<file path="src/rtl/sclk_div_pkg.sv">
// Shared types and helpers for the serial clock divider.
// Assumes nothing beyond elaboration-time constant arguments.
package sclk_div_pkg;

    // Divider law chosen by the mode bit of the configuration word.
    typedef enum logic {
        LAW_EXPONENT = 1'b0,
        LAW_LINEAR   = 1'b1
    } div_law_e;

    // Larger of two widths, used to size the terminal counter.
    function automatic int unsigned max_of(input int unsigned a, input int unsigned b);
        return (a > b) ? a : b;
    endfunction

endpackage

</file>
<file path="src/rtl/sclk_div_law.sv">
// Turns the divider fields and the law into a terminal count equal to
// half the serial period minus one, in module-clock cycles.
// Assumes TERM_W holds both LIN_W bits and 2^EXP_W - 1 bits.
module sclk_div_law
    import sclk_div_pkg::*;
#(
    parameter int LIN_W  = 8,
    parameter int EXP_W  = 4,
    parameter int TERM_W = 15
) (
    input  logic [LIN_W-1:0]  lin_n,
    input  logic [EXP_W-1:0]  exp_n,
    input  div_law_e          law,
    output logic [TERM_W-1:0] term
);

    logic [TERM_W-1:0] exp_mask;

    // Build 2^E - 1 as a run of E low ones.
    always_comb begin
        for (int i = 0; i < TERM_W; i++) begin
            exp_mask[i] = (i < int'(exp_n));
        end
    end

    // Pick the half-period terminal count for the selected law.
    always_comb begin
        if (law == LAW_LINEAR) begin
            term = TERM_W'(lin_n);
        end else begin
            term = exp_mask;
        end
    end

endmodule

</file>
<file path="src/rtl/sclk_div_core.sv">
// Counts module-clock cycles up to the active terminal count, toggles the
// serial clock phase at each terminal hit and emits edge strobes.
// The active count is reloaded only on the edge that ends a full period.
// Assumes cpol is held constant while en is high.
module sclk_div_core #(
    parameter int TERM_W = 15
) (
    input  logic              clk,
    input  logic              rst_n,
    input  logic              en,
    input  logic              cpol,
    input  logic [TERM_W-1:0] term_new,
    output logic              sclk,
    output logic              rise_stb,
    output logic              fall_stb
);

    logic              run_q;
    logic              phase_q;
    logic              phase_d;
    logic              hit;
    logic              lvl_d;
    logic              load_term;
    logic [TERM_W-1:0] cnt_q;
    logic [TERM_W-1:0] term_q;
    logic [TERM_W-1:0] term_use;

    // Decide terminal hit, next phase and whether to take a new setting.
    always_comb begin
        term_use  = run_q ? term_q : term_new;
        hit       = (cnt_q == term_use);
        phase_d   = phase_q ^ hit;
        lvl_d     = cpol ^ phase_d;
        load_term = !run_q || (hit && phase_q);
    end

    // Run flag, half-period counter and phase.
    always_ff @(posedge clk) begin
        if (!rst_n || !en) begin
            run_q   <= 1'b0;
            cnt_q   <= '0;
            phase_q <= 1'b0;
        end else begin
            run_q   <= 1'b1;
            cnt_q   <= hit ? '0 : cnt_q + TERM_W'(1);
            phase_q <= phase_d;
        end
    end

    // Active setting, refreshed while idle or at a period boundary.
    always_ff @(posedge clk) begin
        if (!rst_n) begin
            term_q <= '0;
        end else if (!en || load_term) begin
            term_q <= term_new;
        end
    end

    // Registered clock level and edge strobes.
    always_ff @(posedge clk) begin
        if (!rst_n || !en) begin
            sclk     <= cpol;
            rise_stb <= 1'b0;
            fall_stb <= 1'b0;
        end else begin
            sclk     <= lvl_d;
            rise_stb <= hit && lvl_d;
            fall_stb <= hit && !lvl_d;
        end
    end

    AST_RISE_ALIGN: assert property (@(posedge clk) disable iff (!rst_n)
        rise_stb |-> (sclk && !$past(sclk)));
    AST_FALL_ALIGN: assert property (@(posedge clk) disable iff (!rst_n)
        fall_stb |-> (!sclk && $past(sclk)));
    AST_STB_EXCL: assert property (@(posedge clk) disable iff (!rst_n)
        !(rise_stb && fall_stb));
    AST_IDLE_LEVEL: assert property (@(posedge clk) disable iff (!rst_n)
        !en |=> ((sclk == $past(cpol)) && !rise_stb && !fall_stb));
    AST_PHASE_HOLD: assert property (@(posedge clk) disable iff (!rst_n)
        (en && run_q && (cnt_q != term_q)) |=> $stable(phase_q));
    AST_SETTING_HOLD: assert property (@(posedge clk) disable iff (!rst_n)
        (en && run_q && !(hit && phase_q)) |=> $stable(term_q));
    AST_CNT_RANGE: assert property (@(posedge clk) disable iff (!rst_n)
        run_q |-> (cnt_q <= term_q));

endmodule

</file>
<file path="src/rtl/spi_sclk_divider.sv">
// Top of the dual-law serial clock divider: splits the configuration word
// into its fields, converts them to a terminal count and drives the core.
// Assumes cfg_word may change at any time; cpol changes only while idle.
module spi_sclk_divider
    import sclk_div_pkg::*;
#(
    parameter int LIN_W = 8,
    parameter int EXP_W = 4
) (
    input  logic                   clk,
    input  logic                   rst_n,
    input  logic [LIN_W+EXP_W:0]   cfg_word,
    input  logic                   en,
    input  logic                   cpol,
    output logic                   sclk,
    output logic                   rise_stb,
    output logic                   fall_stb
);

    localparam int TERM_W   = int'(max_of((1 << EXP_W) - 1, LIN_W));
    localparam int LAW_BIT  = LIN_W + EXP_W;

    logic [LIN_W-1:0]  lin_n;
    logic [EXP_W-1:0]  exp_n;
    div_law_e          law;
    logic [TERM_W-1:0] term_new;

    // Field split of the configuration word.
    always_comb begin
        lin_n = cfg_word[LIN_W-1:0];
        exp_n = cfg_word[LIN_W +: EXP_W];
        law   = div_law_e'(cfg_word[LAW_BIT]);
    end

    sclk_div_law #(
        .LIN_W (LIN_W),
        .EXP_W (EXP_W),
        .TERM_W(TERM_W)
    ) law_i (
        .lin_n(lin_n),
        .exp_n(exp_n),
        .law  (law),
        .term (term_new)
    );

    sclk_div_core #(
        .TERM_W(TERM_W)
    ) core_i (
        .clk     (clk),
        .rst_n   (rst_n),
        .en      (en),
        .cpol    (cpol),
        .term_new(term_new),
        .sclk    (sclk),
        .rise_stb(rise_stb),
        .fall_stb(fall_stb)
    );

endmodule

</file>
<file path="config.mk">
export PLATFORM = sky130hd
export DESIGN_NAME = spi_sclk_divider
export DESIGN_NICKNAME = d
export VERILOG_FILES = /design/src/rtl/sclk_div_pkg.sv /design/src/rtl/sclk_div_law.sv /design/src/rtl/sclk_div_core.sv /design/src/rtl/spi_sclk_divider.sv
export SDC_FILE = /design/constraint.sdc
export NUM_CORES = 1
export LEC_CHECK = 0
export BUFFER_PORTS_ARGS = -buffer_cell sky130_fd_sc_hd__buf_2
export CORE_MARGIN = 2
export CORE_UTILIZATION = 47
export DETAILED_ROUTE_END_ITERATION = 6
export GPL_ROUTABILITY_DRIVEN = 0
export GPL_TIMING_DRIVEN = 0
export PLACE_DENSITY = 0.68
export SYNTH_ARGS = -nofsm -noshare
export SYNTH_HDL_FRONTEND = slang
export SYNTH_SLANG_ARGS = --single-unit
</file>
<file path="constraint.sdc">
create_clock -name clk -period 2.4 [get_ports clk]
set_clock_uncertainty 0.05 [all_clocks]
set_input_delay 0.12 -clock clk [delete_from_list [all_inputs] [get_ports clk]]
set_output_delay 0.12 -clock clk [all_outputs]
set_load 0.02 [all_outputs]
</file>
==> run_results.csv <==
group,metric,value,unit
run_status,outcome,"finished, violations left",
run_status,violations,"negative setup slack",
power_and_ir_drop,peakVddDrop,424.9,uV
die,die_h,70.36,um
placement,dpl_cell_area,2253,um^2
routing,dr_wl_met3,224,um
hold_path,hold_class,"primary input to flop",
timing,setup_slack,-0.07262,ns
clock_network,cts_root_buffer,"clkbuf_8",
setup_path,cp-startpoint,"core_i.run_q",
routing,drtIter0Drc,79,
yosys,ys_seq_elements,35,
yosys,async_flop_share,0,
flow_run,drv_cap,0,
clock_network,cts_made_buffers,5,
layout,multi_input_area,1564,um^2
clock_network,clkSinkCount,35,
yosys,synth_top_cells_by_count,"dfxtp_1 (35), nand2_1 (28), xnor2_1 (24), nor2_1 (21), a21oi_1 (19)",
layout,fill_cells,349,
die,die-area,4950,um^2
die,initial_utilization,0.4819,
yosys,synth_compound_gate_area_share,0.1832,
layout,seq_area,701.9,um^2
yosys,ys_seq_area_frac,0.3386,
setup_path,cp-endpoint,"core_i.term_q[7]",
yosys,synth.area.top_cells,"dfxtp_1 (34%), xnor2_1 (10%), nand2_1 (5.1%)",
yosys,synth_adder_area_share,0.01209,
setup_path,regToRegStartpoint,"core_i.run_q",
timing,hold_viol,0,
timing,final_max_slew_viol_count,0,
yosys,yosys.area.top_type_share,0.3386,
timing,setup_viol,9,
die,die_x,70.36,um
yosys,synth_edf_count,0,
setup_path,start_kind,"flop",
die,num_io_pins,20,
setup_path,critPathMaxStageDelay,0.40,ns
routing,vias,1918,
timing,rsz0062_at_grt,"true",
setup_path,r2r_slack,-0.07,ns
layout,drive_gt1_frac,0.4120,
setup_path,crit_path_frequent_cell,"buf_6",
yosys,synth_cells,245,
clock_network,clockBufferDepth,2,
timing,period_share,1.030,
power_and_ir_drop,total_leakage_power,1.007,nW
layout,fin_area,2851,um^2
clock_network,cts_tree,"yes",
yosys,yosysWarnings,0,
setup_path,r2r_cells,13,
setup_path,r2r_end,"core_i.term_q[7]",
clock_network,postCtsHoldBufs,0,
routing,final_antenna_net_count,0,
layout,synthToLayoutAreaGrowth,37.79,%
power_and_ir_drop,cellPowerDensity,479.0,nW/um^2
routing,routedWlPerCell,16.26,um
yosys,avgSynthCellArea,8.447,um^2
setup_path,crit_type,"flop to flop",
global_routing,gr-usage-all-layers,0.2209,
setup_path,critPathCaptureType,"flop",
yosys,syn-cell-area,2069,um^2
global_routing,grt_pass1_vias,1750,
timing,worstMarginPinSlew,0.5492,ns
placement,place.detailed.hpwl,3435,um
clock_network,path_clk_slew,0.08,ns
timing,clock.fmax,0.4044,GHz
setup_path,cp.required,2.57,ns
routing,via_per_inst,5.708,
routing,top_layer_used,"met4",
routing,drc_errors,0,
routing,wl_met2,2633,um
setup_path,critPathSlowestCell,"or3_4",
clock_network,clk_latency,0.30,ns
yosys,ys_types,45,
global_routing,grt_max_degree,13,
layout,antennaDiodeCount,0,
setup_path,cp_max_fo,8,
routing,drtPass1Iterations,4,
timing,setup-tns-final,-0.2560,ns
global_routing,grt_pass1_wl,8556,um
yosys,synth_top_family_by_area,"simple AND/OR/NAND/NOR gates",
timing,slew_headroom,0.6339,
routing,postRouteWirelength,5464,um
placement,io_buffers,16,
yosys,synth.most_common_cell,"dfxtp_1",
yosys,yosys.area_share.simple,0.2358,
yosys,ys.flop_type,"dfxtp_1",
yosys,synthXorXnorAreaFrac,0.1475,
global_routing,grt.overflow.total,0,
global_routing,grt_antenna_before_repair,0,
yosys,synth_top_area_cell,"dfxtp_1",
routing,m1WireLength,2465,um
yosys,synth_fp_nets,264,
clock_network,h-tree-depth,2,
timing,min_period,2.473,ns
yosys,synth.area.mux_share,0.01511,
setup_path,cp_cell_sequence,"buf_6 > buf_8 > buf_12 > buf_6 > and3_4 > o221ai_2 > or3_4 > nor2_4 > ha_4 > buf_4 > or2_4 > nor2_1 > a211oi_2",
die,core-area,4294,um^2
layout,num-nets-final,302,
setup_path,worstPathArrival,2.64,ns
die,rows,24,
cell type report:
cell class / instances / share of cell area
well taps: 52 / 0.02282
flip-flops and latches: 35 / 0.2462
multi-input cells: 186 / 0.5485
clock buffers: 6 / 0.02896
clock inverters: 2 / 0.005704
plain buffers: 16 / 0.06187
repair buffers: 33 / 0.07810
inverters: 6 / 0.007898
worst min path at each step:
stage                     slack (ns)  from          end  depth (start not counted)
after floorplan                 0.17  cpol  core_i.sclk                          1
after CTS                       0.04  cpol  core_i.sclk                          2
final                           0.07  cpol  core_i.sclk                          2
after global routing            0.08  cpol  core_i.sclk                          2
after global placement          0.31  cpol  core_i.sclk                          2
after detailed placement        0.31  cpol  core_i.sclk                          2
flip-flops by register name, indices dropped and copies added (netlist names):
signal and count:
core_i.fall_stb 1, core_i.term_q 15, core_i.run_q 1, core_i.rise_stb 1
core_i.phase_q 1, core_i.sclk 1, core_i.cnt_q 15
layout by cell type, fill, tap and decap left out, types with 3 or more instances in the layout:
master    Yosys  final
dfxtp_1      35     34
nand2_1      28     24
xnor2_1      24     21
buf_2         4     17
nor2_1       21     17
buf_4         2     16
a21oi_2       2     16
a211oi_1     13     12
xor2_1        9      9
clkbuf_8      0      8
buf_6         5      7
inv_1         6      6
nor3_4        1      6
nor3_1       14      6
a21oi_1      19      5
buf_8         0      4
nand4_1       4      4
nand2_2       0      4
nand3_1       7      4
a221oi_1      4      3
xnor2_2       1      3
nor3_2        0      3
nand3_2       0      3
nor2b_1       3      3
metrics by stage:
stage	cells	hold slack [ns]	power (mW)	setup slack, ns	utilization
floorplan	245	0.1667	0.7659	-0.1080	-
global placement	313	0.3093	0.8116	-0.4422	0.5248
detailed placement	313	0.3115	0.8137	-0.4698	0.5248
CTS	330	0.04214	1.330	-0.1251	0.6168
global route	336	0.08266	1.417	-0.2108	0.6640
finish	336	0.07067	1.366	-0.07262	0.6640
critical path, delay by kind of cell (launching register included):
kind / cells / cell delay, ns
and+or+nand+nor: 5 / 0.92
adders and majority gates: 1 / 0.16
AOI/OAI and AO/OA: 2 / 0.29
buffers and inverters: 5 / 0.60
DFF: 1 / 0.36
layer usage:
metal  up-vias  global-route usage
met5         -                   0
met2        44              0.3354
met3        11             0.04329
met4         0             0.09829
met1       916              0.3030
li1        947                   -
kinds of logic after synthesis:
logic type                 after synthesis
buffers and inverters                   24
xor gates and xnor gates                34
AOI/OAI and AO/OA                       53
DFF                                     35
and+or+nand+nor                         94
muxes                                    3
adders and majority gates                2
power breakdown:
| group | leakage [nW] | switching, mW | internal (mW) |
|---|---|---|---|
| registers | 0.286 | 0.0154 | 0.598 |
| clock network | 0.0474 | 0.235 | 0.234 |
| logic | 0.673 | 0.151 | 0.133 |
| total | 1.01 | 0.401 | 0.965 |
repair_timing:
item                       in CTS  in global routing
buffers inserted                7                  7
cloned                          3                  0
gates resized for setup        48                 35
setup endpoints to repair      29                 29
pin swaps                      21                 22
(Power assumes the default switching activity.)
